## config.mk

```make
export PLATFORM = sky130hd
export DESIGN_NAME = edo_dq_ctrl
export DESIGN_NICKNAME = d
export VERILOG_FILES = /design/src/rtl/edo_dq_pkg.sv /design/src/rtl/edo_pin_edges.sv /design/src/rtl/edo_run_cnt.sv /design/src/rtl/edo_dq_state.sv /design/src/rtl/edo_dq_ctrl.sv
export SDC_FILE = /design/constraint.sdc
export NUM_CORES = 1
export LEC_CHECK = 0
export BUFFER_PORTS_ARGS = -buffer_cell sky130_fd_sc_hd__buf_2
export CAP_MARGIN = 20
export CORE_UTILIZATION = 40
export DETAILED_ROUTE_END_ITERATION = 8
export GPL_TIMING_DRIVEN = 0
export MAX_ROUTING_LAYER = met4
export PLACE_DENSITY = 0.7
export SLEW_MARGIN = 20
export SYNTH_ARGS = -nofsm -noshare
export SYNTH_HDL_FRONTEND = slang
export SYNTH_SLANG_ARGS = --single-unit
```

## constraint.sdc

```tcl
create_clock -name clk -period 1.8 [get_ports clk]
set_input_delay 0.18 -clock clk [delete_from_list [all_inputs] [get_ports clk]]
set_output_delay 0.18 -clock clk [all_outputs]
set_load 0.03 [all_outputs]
```

## src/rtl/edo_dq_pkg.sv

```systemverilog
package edo_dq_pkg;

  typedef struct packed {
    logic ras_n;
    logic cas_n;
    logic we_n;
    logic oe_n;
  } edo_pins_t;

  typedef struct packed {
    logic cas_fall;
    logic cas_rise;
    logic we_fall;
  } edo_edges_t;

  localparam int RUN_OE   = 0;
  localparam int RUN_WE   = 1;
  localparam int RUN_OFF  = 2;
  localparam int NUM_RUNS = 3;

  function automatic int max_of4(input int a, input int b, input int c, input int d);
    int m;
    m = a;
    if (b > m) m = b;
    if (c > m) m = c;
    if (d > m) m = d;
    return m;
  endfunction

endpackage

```

## src/rtl/edo_pin_edges.sv

```systemverilog
module edo_pin_edges
  import edo_dq_pkg::*;
(
  input  logic       clk,
  input  logic       rst_n,
  input  logic       cas_n,
  input  logic       we_n,
  output edo_edges_t edges
);

  logic cas_q;
  logic we_q;

  always_ff @(posedge clk or negedge rst_n) begin
    if (!rst_n) begin
      cas_q <= 1'b1;
      we_q  <= 1'b1;
    end else begin
      cas_q <= cas_n;
      we_q  <= we_n;
    end
  end

  assign edges.cas_fall = cas_q & ~cas_n;
  assign edges.cas_rise = ~cas_q & cas_n;
  assign edges.we_fall  = we_q & ~we_n;

endmodule

```

## src/rtl/edo_run_cnt.sv

```systemverilog
module edo_run_cnt #(
  parameter int CW = 3
) (
  input  logic          clk,
  input  logic          rst_n,
  input  logic          run,
  output logic [CW-1:0] cnt_nxt
);

  logic [CW-1:0] cnt_q;

  always_comb begin
    if (!run)        cnt_nxt = '0;
    else if (&cnt_q) cnt_nxt = cnt_q;
    else             cnt_nxt = cnt_q + 1'b1;
  end

  always_ff @(posedge clk or negedge rst_n) begin
    if (!rst_n) cnt_q <= '0;
    else        cnt_q <= cnt_nxt;
  end

endmodule

```

## src/rtl/edo_dq_state.sv

```systemverilog
module edo_dq_state
  import edo_dq_pkg::*;
#(
  parameter int OE_HOLD_MIN  = 2,
  parameter int OE_PULSE_MIN = 3,
  parameter int WE_PULSE_MIN = 2,
  parameter int OFF_DLY      = 2,
  parameter int CW           = 3
) (
  input  logic          clk,
  input  logic          rst_n,
  input  edo_pins_t     pins,
  input  edo_edges_t    edges,
  input  logic [CW-1:0] oe_run,
  input  logic [CW-1:0] we_run,
  input  logic [CW-1:0] off_run,
  output logic          dq_oe,
  output logic          wr_commit,
  output logic          dq_hold
);

  localparam logic [CW-1:0] HOLD_T  = CW'(OE_HOLD_MIN);
  localparam logic [CW-1:0] PULSE_T = CW'(OE_PULSE_MIN);
  localparam logic [CW-1:0] WE_T    = CW'(WE_PULSE_MIN);
  localparam logic [CW-1:0] OFF_T   = CW'(OFF_DLY);

  logic          rd_q, rd_d;
  logic          blk_q, blk_d;
  logic          rise_q, rise_d;
  logic          commit_d, drive_d, we_gate, oe_qual, we_qual;
  logic [CW-1:0] oe_thr;

  always_comb begin
    // which OE-disable rule applies: run that began at the CAS rise or a later pulse
    rise_d = rise_q;
    if (edges.cas_rise)  rise_d = pins.oe_n;
    else if (!pins.oe_n) rise_d = 1'b0;
    oe_thr  = rise_d ? HOLD_T : PULSE_T;
    oe_qual = pins.cas_n && (oe_run >= oe_thr);
    we_qual = (we_run >= WE_T) && !(!pins.cas_n && !pins.oe_n);

    rd_d     = rd_q;
    commit_d = 1'b0;
    if (off_run >= OFF_T) rd_d = 1'b0;
    if (edges.cas_fall && !pins.ras_n) begin
      rd_d     = pins.we_n;
      commit_d = !pins.we_n;
    end else if (edges.we_fall && !pins.cas_n && !pins.ras_n && pins.oe_n) begin
      rd_d     = 1'b0;
      commit_d = 1'b1;
    end

    blk_d = blk_q;
    if (edges.cas_fall)          blk_d = 1'b0;
    else if (oe_qual || we_qual) blk_d = 1'b1;

    we_gate = pins.we_n || (!pins.cas_n && !pins.oe_n);
    drive_d = rd_d && !blk_d && !pins.oe_n && we_gate;
  end

  always_ff @(posedge clk or negedge rst_n) begin
    if (!rst_n) begin
      rd_q      <= 1'b0;
      blk_q     <= 1'b0;
      rise_q    <= 1'b0;
      dq_oe     <= 1'b0;
      wr_commit <= 1'b0;
      dq_hold   <= 1'b0;
    end else begin
      rd_q      <= rd_d;
      blk_q     <= blk_d;
      rise_q    <= rise_d;
      dq_oe     <= drive_d;
      wr_commit <= commit_d;
      dq_hold   <= drive_d && pins.cas_n;
    end
  end

endmodule

```

## src/rtl/edo_dq_ctrl.sv

```systemverilog
module edo_dq_ctrl
  import edo_dq_pkg::*;
#(
  parameter int OE_HOLD_MIN  = 2,
  parameter int OE_PULSE_MIN = 3,
  parameter int WE_PULSE_MIN = 2,
  parameter int OFF_DLY      = 2
) (
  input  logic clk,
  input  logic rst_n,
  input  logic ras_n,
  input  logic cas_n,
  input  logic we_n,
  input  logic oe_n,
  output logic dq_oe,
  output logic wr_commit,
  output logic dq_hold
);

  localparam int MAXP = max_of4(OE_HOLD_MIN, OE_PULSE_MIN, WE_PULSE_MIN, OFF_DLY);
  localparam int CW   = $clog2(MAXP + 1) + 1;

  edo_pins_t     pins;
  edo_edges_t    edges;
  logic [NUM_RUNS-1:0] run_in;
  logic [CW-1:0] run_cnt [NUM_RUNS];

  assign pins = '{ras_n: ras_n, cas_n: cas_n, we_n: we_n, oe_n: oe_n};

  assign run_in[RUN_OE]  = oe_n & cas_n;
  assign run_in[RUN_WE]  = ~we_n;
  assign run_in[RUN_OFF] = ras_n & cas_n;

  edo_pin_edges u_edges (
    .clk   (clk),
    .rst_n (rst_n),
    .cas_n (cas_n),
    .we_n  (we_n),
    .edges (edges)
  );

  for (genvar g = 0; g < NUM_RUNS; g++) begin : g_run
    edo_run_cnt #(.CW(CW)) u_run (
      .clk     (clk),
      .rst_n   (rst_n),
      .run     (run_in[g]),
      .cnt_nxt (run_cnt[g])
    );
  end

  edo_dq_state #(
    .OE_HOLD_MIN  (OE_HOLD_MIN),
    .OE_PULSE_MIN (OE_PULSE_MIN),
    .WE_PULSE_MIN (WE_PULSE_MIN),
    .OFF_DLY      (OFF_DLY),
    .CW           (CW)
  ) u_state (
    .clk       (clk),
    .rst_n     (rst_n),
    .pins      (pins),
    .edges     (edges),
    .oe_run    (run_cnt[RUN_OE]),
    .we_run    (run_cnt[RUN_WE]),
    .off_run   (run_cnt[RUN_OFF]),
    .dq_oe     (dq_oe),
    .wr_commit (wr_commit),
    .dq_hold   (dq_hold)
  );

endmodule

```

**Word-level counts from Yosys, hierarchy flattened**

Index checks and enable logic that the tools add are counted.

- Memories kept: 0
- Memory bits (writable): 0
- ROM bits: 0
- Latch bits: 0
- Logic and storage cells: 63
- Output and inout port bits: 3
- Register bits after elaboration: 17
- Bits of input ports: 6

- Shift operators: 0
- Div/mod/pow operators: 0
- Add/subtract/negate cells: 3
- Multiplexer cells: 16
- Order comparisons: 3
- Equal/unequal tests: 0
- Reductions and logical operators: 22
- Bitwise logic cells: 8
- $mul: 0

Operators by type and width:

| operator | number |
|---|---|
| 3-bit 2-to-1 mux | 6 |
| 1-bit logical AND | 11 |
| 1-bit 2-to-1 mux | 10 |
| 3-bit by 1-bit adder with 3-bit output, second input constant | 3 |
| 3-bit AND reduction | 3 |
| 3-bit by 2-bit greater-or-equal comparator with 1-bit output, second input constant | 2 |
| 1-bit logical NOT | 6 |
| 1-bit AND | 5 |
| 3-bit greater-or-equal comparator | 1 |
| 1-bit NOT | 3 |
| 1-bit logical OR | 2 |

**Longest topological paths before layout**

Gate-level depths: netlist of the first run.

- Depth after elaboration: 14
- Gate-level depth with buffers: 8
- Mapped depth without buffers: 8

**Modules after synthesis**

A second synthesis of the first run with hierarchy kept.

- Cells, all modules: 74
- Area, all modules: 809.5 um^2

By module, submodules not included:

| module | cells each | instances | area an instance (um^2) |
|---|---|---|---|
| edo_dq_state | 30 | 1 | 316.6 |
| edo_run_cnt (g_run[1].u_run ...) | 12 | 2 | 133.9 |
| edo_run_cnt (g_run[0].u_run) | 12 | 1 | 135.1 |
| edo_pin_edges | 5 | 1 | 73.8 |
| edo_dq_ctrl | 3 | 1 | 16.3 |

**Least setup slack after synthesis of the first run**

OpenSTA, ideal clock, no wires.

- Path kind: reg2reg
- Start point: reg g_run[0].u_run.cnt_q[0]
- End point: reg u_state.blk_q
- Data required time: 1.676 ns
- Stages on the path, launching flop included: 9
- Setup slack: 0.192 ns
- Buffers on the path: 0
- Data arrival time: 1.484 ns
- Period minus slack after synthesis: 1.608 ns
- Path through: dfrtp_1 -> ha_1 -> nand2_1 -> xor2_1 -> nor2b_1 -> inv_1 -> ha_1 -> nand2b_1 -> o2bb2ai_1

- Word-level cells in the longest chain between the ends: 8
- Elaborated cells on any way between the ends: 9
- Those cells by class: add/sub: 1; order compare: 1; mux: 4; reduce/logical: 3

RTL lines:

| element | RTL line | RTL |
|---|---|---|
| start: declaration | edo_run_cnt.sv:10 | `logic [CW-1:0] cnt_q;` |
| start signal: assignment | edo_run_cnt.sv:20 | `else cnt_q <= cnt_nxt;` |
| 3-bit by 1-bit adder with 3-bit output / 3-bit AND reduction (equally long branches) | edo_run_cnt.sv:15, edo_run_cnt.sv:14 |  |
| 3-bit 2-to-1 mux * | edo_run_cnt.sv:14 | `else if (&cnt_q) cnt_nxt = cnt_q;` |
| 3-bit 2-to-1 mux * | edo_run_cnt.sv:13 | `if (!run) cnt_nxt = '0;` |
| named net g_run[0].u_run.cnt_nxt[0] | edo_run_cnt.sv:7 | `output logic [CW-1:0] cnt_nxt` |
| 3-bit greater-or-equal comparator * | edo_dq_state.sv:39 | `oe_qual = pins.cas_n && (oe_run >= oe_thr);` |
| 1-bit logical AND * | edo_dq_state.sv:39 |  |
| 1-bit logical OR * | edo_dq_state.sv:55 | `else if (oe_qual \|\| we_qual) blk_d = 1'b1;` |
| 1-bit 2-to-1 mux * | edo_dq_state.sv:55 |  |
| 1-bit 2-to-1 mux * | edo_dq_state.sv:54 | `if (edges.cas_fall) blk_d = 1'b0;` |
| named net u_state.blk_d | edo_dq_state.sv:28 | `logic blk_q, blk_d;` |
| end signal: assignment | edo_dq_state.sv:71 | `blk_q <= blk_d;` |
| end: declaration | edo_dq_state.sv:28 |  |

The timed path passes the listed nets; every way through them passes the cells marked *.

**Final worst setup path of the first run**

- Start point: reg g_run[0].u_run.cnt_q[1]
- End point: reg u_state.blk_q

- Word-level cells in the longest chain between the ends: 8
- Elaborated cells on any way between the ends: 9
- Those cells by class: add/sub: 1; order compare: 1; mux: 4; reduce/logical: 3

RTL lines:

| element | RTL line |
|---|---|
| 3-bit AND reduction | edo_run_cnt.sv:14 |
| 3-bit 2-to-1 mux | edo_run_cnt.sv:14 |
| 3-bit 2-to-1 mux | edo_run_cnt.sv:13 |
| named net g_run[0].u_run.cnt_nxt[0] | edo_run_cnt.sv:7 |
| 3-bit greater-or-equal comparator | edo_dq_state.sv:39 |
| 1-bit logical AND | edo_dq_state.sv:39 |
| 1-bit logical OR | edo_dq_state.sv:55 |
| 1-bit 2-to-1 mux | edo_dq_state.sv:55 |
| 1-bit 2-to-1 mux | edo_dq_state.sv:54 |
| named net u_state.blk_d | edo_dq_state.sv:28 |

The timed path passes the listed nets, and every way through them passes these cells.

==> results of run 1 <==
==> critical path, delay by kind of cell, from the launching register on <==
kind,cells,cell delay (ns)
xor gates and xnor gates,1,0.16
and+or+nand+nor,3,0.40
buffers and inverters,1,0.04
AOI/OAI and AO/OA,1,0.12
adders and majority gates,2,0.45
DFF,1,0.40
==> layer usage <==
| layer | global-route usage | vias up | routed length (um) |
|---|---|---|---|
| li1 | - | 291 | - |
| met1 | 0.176 | 270 | 603 |
| met2 | 0.247 | 9 | 694 |
| met3 | 0.0692 | 0 | 53 |
| met4 | 0.0171 | 0 | 0 |
| met5 | - | - | 0 |
==> flip-flops by register name, indices dropped and copies added (netlist names) <==
signal,cells
u_state.blk_q,1
u_state.rise_q,1
u_state.dq_oe,1
u_edges.cas_q,1
g_run.u_run.cnt_q,9
u_state.wr_commit,1
u_state.dq_hold,1
u_edges.we_q,1
u_state.rd_q,1
==> synthesized netlist by cell type, types with 2 or more instances <==
cell / number / area [um2]
dfrtp_1: 15 / 375
nand2_1: 8 / 30.0
nor3_1: 6 / 30.0
inv_1: 5 / 18.8
nor2_1: 5 / 18.8
ha_1: 4 / 50.1
and3_1: 3 / 18.8
nor2b_1: 3 / 18.8
a21oi_1: 2 / 10.0
buf_4: 2 / 15.0
dfstp_2: 2 / 52.6
nand3_1: 2 / 10.0
o211a_1: 2 / 20.0
o21ai_1: 2 / 10.0
xor2_1: 2 / 17.5
==> stage by stage <==
step	setup slack, ns	utilization	hold WS (ns)	instances	power, mW
floorplan	0.192	-	-0.116	74	0.506
global route	0.0380	0.528	0.128	115	0.787
CTS	0.00668	0.517	0.126	114	0.752
global placement	0.0981	0.485	0.115	107	0.538
detailed placement	0.0347	0.485	0.120	107	0.544
finish	0.140	0.528	0.132	115	0.743
==> what timing repair did <==
action / 4_1_cts / 5_1_grt
buffers inserted: 0 / 1
endpoints found under the setup margin: 0 / 1
endpoints found under the hold margin: 17 / 0
gates resized for setup: 0 / 4
hold buffers: 3 / 0
==> logic make-up (layout without fill, tap and decap cells) <==
| logic type | count (synthesis) | in the layout |
|---|---|---|
| flops | 17 | 17 |
| fa+ha+maj | 4 | 4 |
| buf+inv | 7 | 23 |
| compound gates | 12 | 12 |
| simple gates | 31 | 31 |
| xor+xnor | 3 | 3 |
==> worst min path at each step <==
stage,start,to,slack (ns),cells after the start
final,oe_n,u_state.dq_hold,0.13,2
after global routing,oe_n,u_state.dq_hold,0.13,2
after CTS,oe_n,u_state.dq_hold,0.13,2
after detailed placement,rst_n,g_run[2].u_run.cnt_q[0],0.12,1
after global placement,rst_n,g_run[2].u_run.cnt_q[0],0.12,1
after floorplan,rst_n,g_run[0].u_run.cnt_q[0],-0.12,0
==> cell type report <==
cell class                 instances  area [um2]  area share
clock buffer                       3        22.5      0.0237
buffer                             2        15.0      0.0158
clock inverter                     1        5.00     0.00526
timing repair buffer              12        77.6      0.0815
inverter                           5        18.8      0.0197
sequential                        17         428       0.449
tap                               25        31.3      0.0329
multi-input combinational         50         354       0.372
==> where the power goes <==
part	leakage [nW]	switching [mW]	internal, mW
logic	0.254	0.0648	0.0519
clock network	0.0177	0.117	0.0826
registers	0.221	0.0182	0.409
==> flow_metrics.tcl, run 1 <==
set metrics [dict create \
    layout.nets 101 \
    die_x_um 46.8 \
    skew_ns 0.0137 \
    dieArea_um2 2190 \
    cts.sinks 17 \
    route.antenna.remaining_nets 0 \
    root_buffer "clkbuf_4" \
    startpoint_type "flop" \
    worstPathArrival_ns 1.83 \
    overflow 0 \
    synth_top_family_by_area "simple AND/OR/NAND/NOR gates" \
    crit_chain "ha_2, nand2_2, xor2_1, nor2b_4, inv_1, ha_1, nand2b_1, o2bb2ai_1" \
    max_slew_margin 0.748 \
    criticalPathCategory "flop to flop" \
    cp-startpoint "g_run[0].u_run.cnt_q[1]" \
    final_area_um2 952 \
    finalSetupTns_ns 0 \
    drc 0 \
    r2r_cells 8 \
    drt-pass1-iter-count 4 \
    num-fill-cells 179 \
    synth-compound-area-share 0.128 \
    initial_core_util 0.446 \
    r2r-start "g_run[0].u_run.cnt_q[1]" \
    grt_pass1_wl_um 2150 \
    synthAdderAreaFrac 0.0623 \
    fmaxAchievable_ghz 0.603 \
    power.density_nw_per_um2 781 \
    core_um2 1800 \
    cpPeakStageDelay_ns 0.40 \
    finalHoldViolCount 0 \
    num_io_pins 9 \
    netlist_instances 74 \
    ys_seq_area_frac 0.533 \
    required_ns 1.97 \
    path_clk_slew_ns 0.10 \
    synth_warnings 0 \
    h-tree-depth 1 \
    period_minus_slack_ns 1.66 \
    synthSimpleGateAreaFrac 0.202 \
    place.gp.congestion 0.729 \
    slew_violations 0 \
    r2r_slack_ns 0.14 \
    crit_fanout 3 \
    period_share 0.922 \
    syn_area_um2 803 \
    syn_avg_cell_area_um2 10.9 \
    synth-edff-count 0 \
    syn_nets 84 \
    vias_per_cell 4.96 \
    crit_end "u_state.blk_q" \
    die_h_um 46.8 \
    grt_max_degree 18 \
    ys_async_sr_fraction 1.00 \
    row_count 15 \
    rsz0062_at_grt "no" \
    cpMaxStageDelayCell "dfrtp_1" \
    finalSetupViolations 0 \
    area_growth_pct 18.5 \
    maxCapViolations 0 \
    final_common_cell "dfrtp_1" \
    layout_common_cells "15 x dfrtp_1, 8 x buf_2, 7 x nand2_1" \
    p_leak_nw 0.493 \
    endpoint_kind "flop" \
    ys_ff_latch 17 \
    rr_endpoint "u_state.blk_q" \
    drtIter0Drc 9 \
    worst_pin_slew_ns 0.379 \
    via_count 570 \
    antenna_cells 0 \
    first_global_vias 503 \
    synth_cell_type_count 26 \
    dp.final_hpwl_um 1010 \
    ir_drop_mv 0.551 \
    antenna_found_initial 0 \
    insertion_delay_ns 0.29 \
    routed_wl_um 1350 \
    status "finished, final reports clean" \
    drive_gt1_frac 0.278 \
    hold_path_class "input port to flop" \
    cts_tree "yes" \
    placed_area_um2 875 \
    synthXorXnorAreaFrac 0.0327 \
    cts_buffers 3 \
    synth_mux_area_frac 0 \
    synthFlopType "dfrtp_1" \
    wl_per_cell_um 11.7 \
    io_buffers 8 \
    grt_usage 0.151 \
    clock_path_buffers 2 \
]
No activity file was read; power rests on OpenSTA's default activity.
==> inputs of run 2 (changes only) <==
==> constraint.sdc (replaced) <==
create_clock -name clk -period 2.1 [get_ports clk]
set_input_delay 0.21 -clock clk [delete_from_list [all_inputs] [get_ports clk]]
set_output_delay 0.21 -clock clk [all_outputs]
set_load 0.03 [all_outputs]
==> flow_metrics.tcl, run 2 (synthesized netlist as in run 1, its figures left out) <==
set metrics [dict create \
    grt_pass1_wl_um 2120 \
    finalSetupViolations 0 \
    slew_violations 0 \
    endpoint_kind "flop" \
    required_ns 2.27 \
    cts_tree "yes" \
    grt_max_degree 18 \
    antenna_found_initial 0 \
    final_util 0.506 \
    fmaxAchievable_ghz 0.556 \
    final_area_um2 912 \
    maxCapViolations 0 \
    cts.sinks 17 \
    die_h_um 46.8 \
    power.density_nw_per_um2 692 \
    multi_input_area_um2 342 \
    h-tree-depth 1 \
    via_count 556 \
    cts_buffers 3 \
    criticalPathCategory "flop to flop" \
    finalHoldViolCount 0 \
    drive_gt1_frac 0.241 \
    post-cts-setup-buffer-count 0 \
    final-seq-area_um2 428 \
    rsz0062_at_grt "no" \
    worst_pin_slew_ns 0.377 \
    regMostFlops "g_run.u_run.cnt_q" \
    finalSetupTns_ns 0 \
    period_minus_slack_ns 1.80 \
    worstPathArrival_ns 1.97 \
    wl_per_cell_um 12.0 \
    vias_per_cell 4.96 \
    route.antenna.remaining_nets 0 \
    cp_top_family "adder cells" \
    stdcell_count 112 \
    ctsHoldBuffers 1 \
    overflow 0 \
    status "finished, final reports clean" \
    placed_area_um2 875 \
    ctsResizeCount 0 \
    die_x_um 46.8 \
    dp.final_hpwl_um 1010 \
    root_buffer "clkbuf_4" \
    first_global_vias 498 \
    dp_cells 107 \
    layout_common_cells "15 x dfrtp_1, 8 x nand2_1, 8 x buf_2" \
    worst_hold_slack_ns 0.0282 \
    p_total_mw 0.631 \
    final_common_cell "dfrtp_1" \
    row_count 15 \
    layout.nets 98 \
    drt-pass1-iter-count 2 \
    cpPeakStageDelay_ns 0.40 \
    area_growth_pct 13.6 \
    cp_common_cell "ha_1" \
    p_leak_nw 0.474 \
    io_buffers 8 \
    max_slew_margin 0.749 \
    core_um2 1800 \
    crit_chain "ha_1, nand2_1, xor2_1, nor2b_1, inv_1, ha_1, nand2b_1, o2bb2ai_1" \
    skew_ns 0.0134 \
    largest_reg_flops 9 \
    crit_fanout 3 \
    path_buf_inv 1 \
    period_share 0.857 \
    startpoint_type "flop" \
    initial_core_util 0.446 \
    num-fill-cells 180 \
    ir_drop_mv 0.473 \
    clock_path_buffers 2 \
    grt_usage 0.149 \
    hold_path_class "input port to flop" \
    path_clk_slew_ns 0.10 \
    routed_wl_um 1340 \
    place.gp.congestion 0.729 \
    antenna_cells 0 \
    cpMaxStageDelayCell "dfrtp_1" \
    setup_ws_ns 0.301 \
    num_io_pins 9 \
    insertion_delay_ns 0.29 \
    post-place-ws_ns 0.335 \
    dieArea_um2 2190 \
    drtIter0Drc 9 \
    drc 0 \
]
run 2: layout make-up:
type,count,area share
Tap cell,25,0.0343
Clock inverter,1,0.00549
Multi-Input combinational cell,50,0.374
Sequential cell,17,0.469
Inverter,5,0.0206
Clock buffer,3,0.0247
Buffer,2,0.0165
Timing Repair Buffer,9,0.0549
run 2: worst reg2reg max path, delay by kind of cell (launching register included):
kind | cells | cell delay [ns]
fa+ha+maj | 2 | 0.49
simple gates | 3 | 0.46
flops | 1 | 0.40
xor+xnor | 1 | 0.17
compound gates | 1 | 0.12
buf+inv | 1 | 0.06
run 2: worst paths after layout:
kind / from / endpoint / slack (ns) / cells past startpoint
worst max-delay path: g_run[0].u_run.cnt_q[0] / u_state.blk_q / 0.30 / 8
worst min-delay path: cas_n / u_edges.cas_q / 0.03 / 1
worst max register to register: g_run[0].u_run.cnt_q[0] / u_state.blk_q / 0.30 / 8
worst min register to register: u_state.blk_q / u_state.dq_hold / 0.50 / 1
max in group asynchronous: rst_n / u_edges.we_q / 1.42 / 2
min in group asynchronous: rst_n / g_run[2].u_run.cnt_q[0] / 0.36 / 2
run 2: power by group:
group,internal (mW),leakage [nW],switching (mW),total [mW]
combinational,0.0395,0.235,0.0543,0.0939
clock,0.0708,0.0177,0.101,0.171
sequential,0.350,0.221,0.0158,0.366
run 2: routing by layer:
layer  vias up  track usage  share of wire
met4         0       0.0171              0
met5         -            -              0
li1        283            -              -
met2         9        0.244           0.50
met3         0       0.0692          0.038
met1       264        0.173           0.46
==> inputs of run 3 (changes only) <==
--- a/config.mk
+++ b/config.mk
@@ -15,4 +15,5 @@
 export SLEW_MARGIN = 20
 export SYNTH_ARGS = -nofsm -noshare
 export SYNTH_HDL_FRONTEND = slang
+export SYNTH_HIERARCHICAL = 1
 export SYNTH_SLANG_ARGS = --single-unit
==> flow_metrics.tcl, run 3 <==
set metrics [dict create \
    period_share 0.979 \
    ir_drop_mv 0.501 \
    synthAdderAreaFrac 0.0618 \
    netlist_instances 74 \
    worstPathArrival_ns 2.25 \
    layout_common_cells "15 x dfrtp_1, 8 x buf_2, 5 x and2_1, 5 x inv_1, 5 x nand2_1" \
    vias_per_cell 5.22 \
    synth_cell_type_count 26 \
    synthSimpleGateAreaFrac 0.199 \
    num-fill-cells 181 \
    synth_area_leaders "dfrtp_1 46%, dfstp_2 6.5%, ha_1 6.2%, and2_1 3.9%, o21a_1 3.7%" \
    io_buffers 8 \
    insertion_delay_ns 0.29 \
    r2r_slack_ns 0.04 \
    r2r-start "g_run[0].u_run/cnt_q[0]" \
    dieArea_um2 2210 \
    cpMaxStageDelayCell "dfrtp_1" \
    dp_cells 107 \
    synthXorXnorAreaFrac 0 \
    synth_top_area_frac 0.464 \
    skew_ns 0.0121 \
    r2r_cells 8 \
    hold_path_class "input port to flop" \
    ys_async_sr_fraction 1.00 \
    synth_commonest_cells "15 x dfrtp_1, 6 x inv_1, 5 x and2_1, 5 x nand2_1" \
    required_ns 2.29 \
    antenna_found_initial 0 \
    row_count 15 \
    layout.nets 99 \
    num_io_pins 9 \
    route.antenna.remaining_nets 0 \
    p_leak_nw 0.439 \
    drc 0 \
    grt_usage 0.148 \
    synth_mux_area_frac 0.0263 \
    initial_core_util 0.449 \
    synth-edff-count 0 \
    finalHoldViolCount 0 \
    power.density_nw_per_um2 650 \
    startpoint_type "flop" \
    syn_area_um2 810 \
    drt-pass1-iter-count 4 \
    crit_chain "ha_4, and3_4, o21a_1, inv_2, ha_4, nor3b_2, o211ai_1, a2111oi_2" \
    cpPeakStageDelay_ns 0.44 \
    worst_pin_slew_ns 0.372 \
    final-seq-area_um2 428 \
    multi_input_area_um2 398 \
    rr_endpoint "u_state/dq_oe" \
    root_buffer "clkbuf_4" \
    synth_warnings 6 \
    fmaxAchievable_ghz 0.486 \
    final_common_cell "dfrtp_1" \
    die_h_um 47.0 \
    die_x_um 47.0 \
    grt_pass1_wl_um 2150 \
    ys_seq_area_frac 0.529 \
    max_slew_margin 0.752 \
    worst_hold_slack_ns 0.0750 \
    rsz0062_at_grt "yes" \
    place.gp.congestion 0.669 \
    cts_tree "yes" \
    core_um2 1800 \
    cts_buffers 3 \
    antenna_cells 0 \
    largest_reg_flops 9 \
    cts.sinks 17 \
    area_growth_pct 19.2 \
    status "finished, final reports clean" \
    cp-startpoint "g_run[0].u_run/cnt_q[0]" \
    crit_fanout 4 \
    yosys.area.top_type "dfrtp_1" \
    routed_wl_um 1420 \
    maxCapViolations 0 \
    path_clk_slew_ns 0.10 \
    first_global_vias 524 \
    criticalPathCategory "flop to flop" \
    drive_gt1_frac 0.273 \
    h-tree-depth 1 \
    synthFlopType "dfrtp_1" \
    syn_nets 84 \
    grt_max_degree 18 \
    hp-start "we_n" \
    wl_per_cell_um 12.6 \
    ys_ff_latch 17 \
    via_count 590 \
    slew_violations 0 \
    overflow 0 \
    clock_path_buffers 2 \
    yosysMostFrequentCell "dfrtp_1" \
    finalSetupViolations 0 \
    regMostFlops "g_run.u_run/cnt_q" \
    finalSetupTns_ns 0 \
    synth-compound-area-share 0.156 \
    syn_avg_cell_area_um2 10.9 \
    p_total_mw 0.627 \
    holdPathEnd "u_edges/we_q" \
    drtIter0Drc 9 \
    dp.final_hpwl_um 991 \
    stdcell_count 113 \
    synth_top_family_by_area "simple AND/OR/NAND/NOR gates" \
    holdPathStages 1 \
    cp_common_cell "ha_4" \
    endpoint_kind "flop" \
    period_minus_slack_ns 2.06 \
]
-- run 3: how the worst max path moves through the flow --
stage / end
CTS: u_state/dq_oe
detailed placement: u_state/dq_oe
global route: u_state/dq_oe
floorplan: u_state/dq_oe
finish: u_state/dq_oe
global placement: u_state/dq_oe
-- run 3: kinds of logic (layout without fill, tap and decap cells) --
kind of cell / after synthesis / after routing
compound gates: 18 / 18
fa+ha+maj: 4 / 4
buf+inv: 6 / 20
flops: 17 / 17
mux: 2 / 2
simple gates: 27 / 27
-- run 3: area by class of cell --
cell class / instances / share of cell area
well taps: 25 / 0.0324
inverters: 6 / 0.0233
multi-input cells: 51 / 0.412
clock inverters: 1 / 0.00519
flip-flops and latches: 17 / 0.444
repair buffers: 10 / 0.0597
clock buffers: 3 / 0.0233
-- run 3: report_power, final --
part           internal, mW  switching, mW
registers             0.350        0.00986
clock network        0.0708         0.0993
logic                0.0405         0.0564
total                 0.461          0.166
-- run 3: stage by stage --
step | utilization | instance area (um2) | worst slack (ns)
floorplan | - | 810 | 0.111
global placement | 0.489 | 881 | -0.00918
detailed placement | 0.489 | 881 | -0.0467
CTS | 0.511 | 921 | 0.0343
global route | 0.535 | 965 | -0.0768
finish | 0.535 | 965 | 0.0438
-- run 3: repair_timing --
item / in CTS / in global routing
hold endpoints to repair: 15 / 0
setup buffers: 0 / 1
hold buffers: 1 / 0
endpoints found under the setup margin: 1 / 2
resized for setup: 1 / 7
pin swaps: 2 / 6
-- run 3: worst max-delay path, delay by kind of cell, from the launching register on --
kind	cells	cell delay [ns]
AO/OA/AOI/OAI	3	0.76
adder cells (fa/ha/maj)	2	0.38
buffers and inverters	1	0.07
flip-flops	1	0.44
AND/OR/NAND/NOR	2	0.31
-- run 3: metal layers --
layer | global-route usage | share of wire
met4 | 0.0686 | 0.0084
met1 | 0.188 | 0.48
met5 | - | 0
met3 | 0.0577 | 0.038
met2 | 0.206 | 0.47
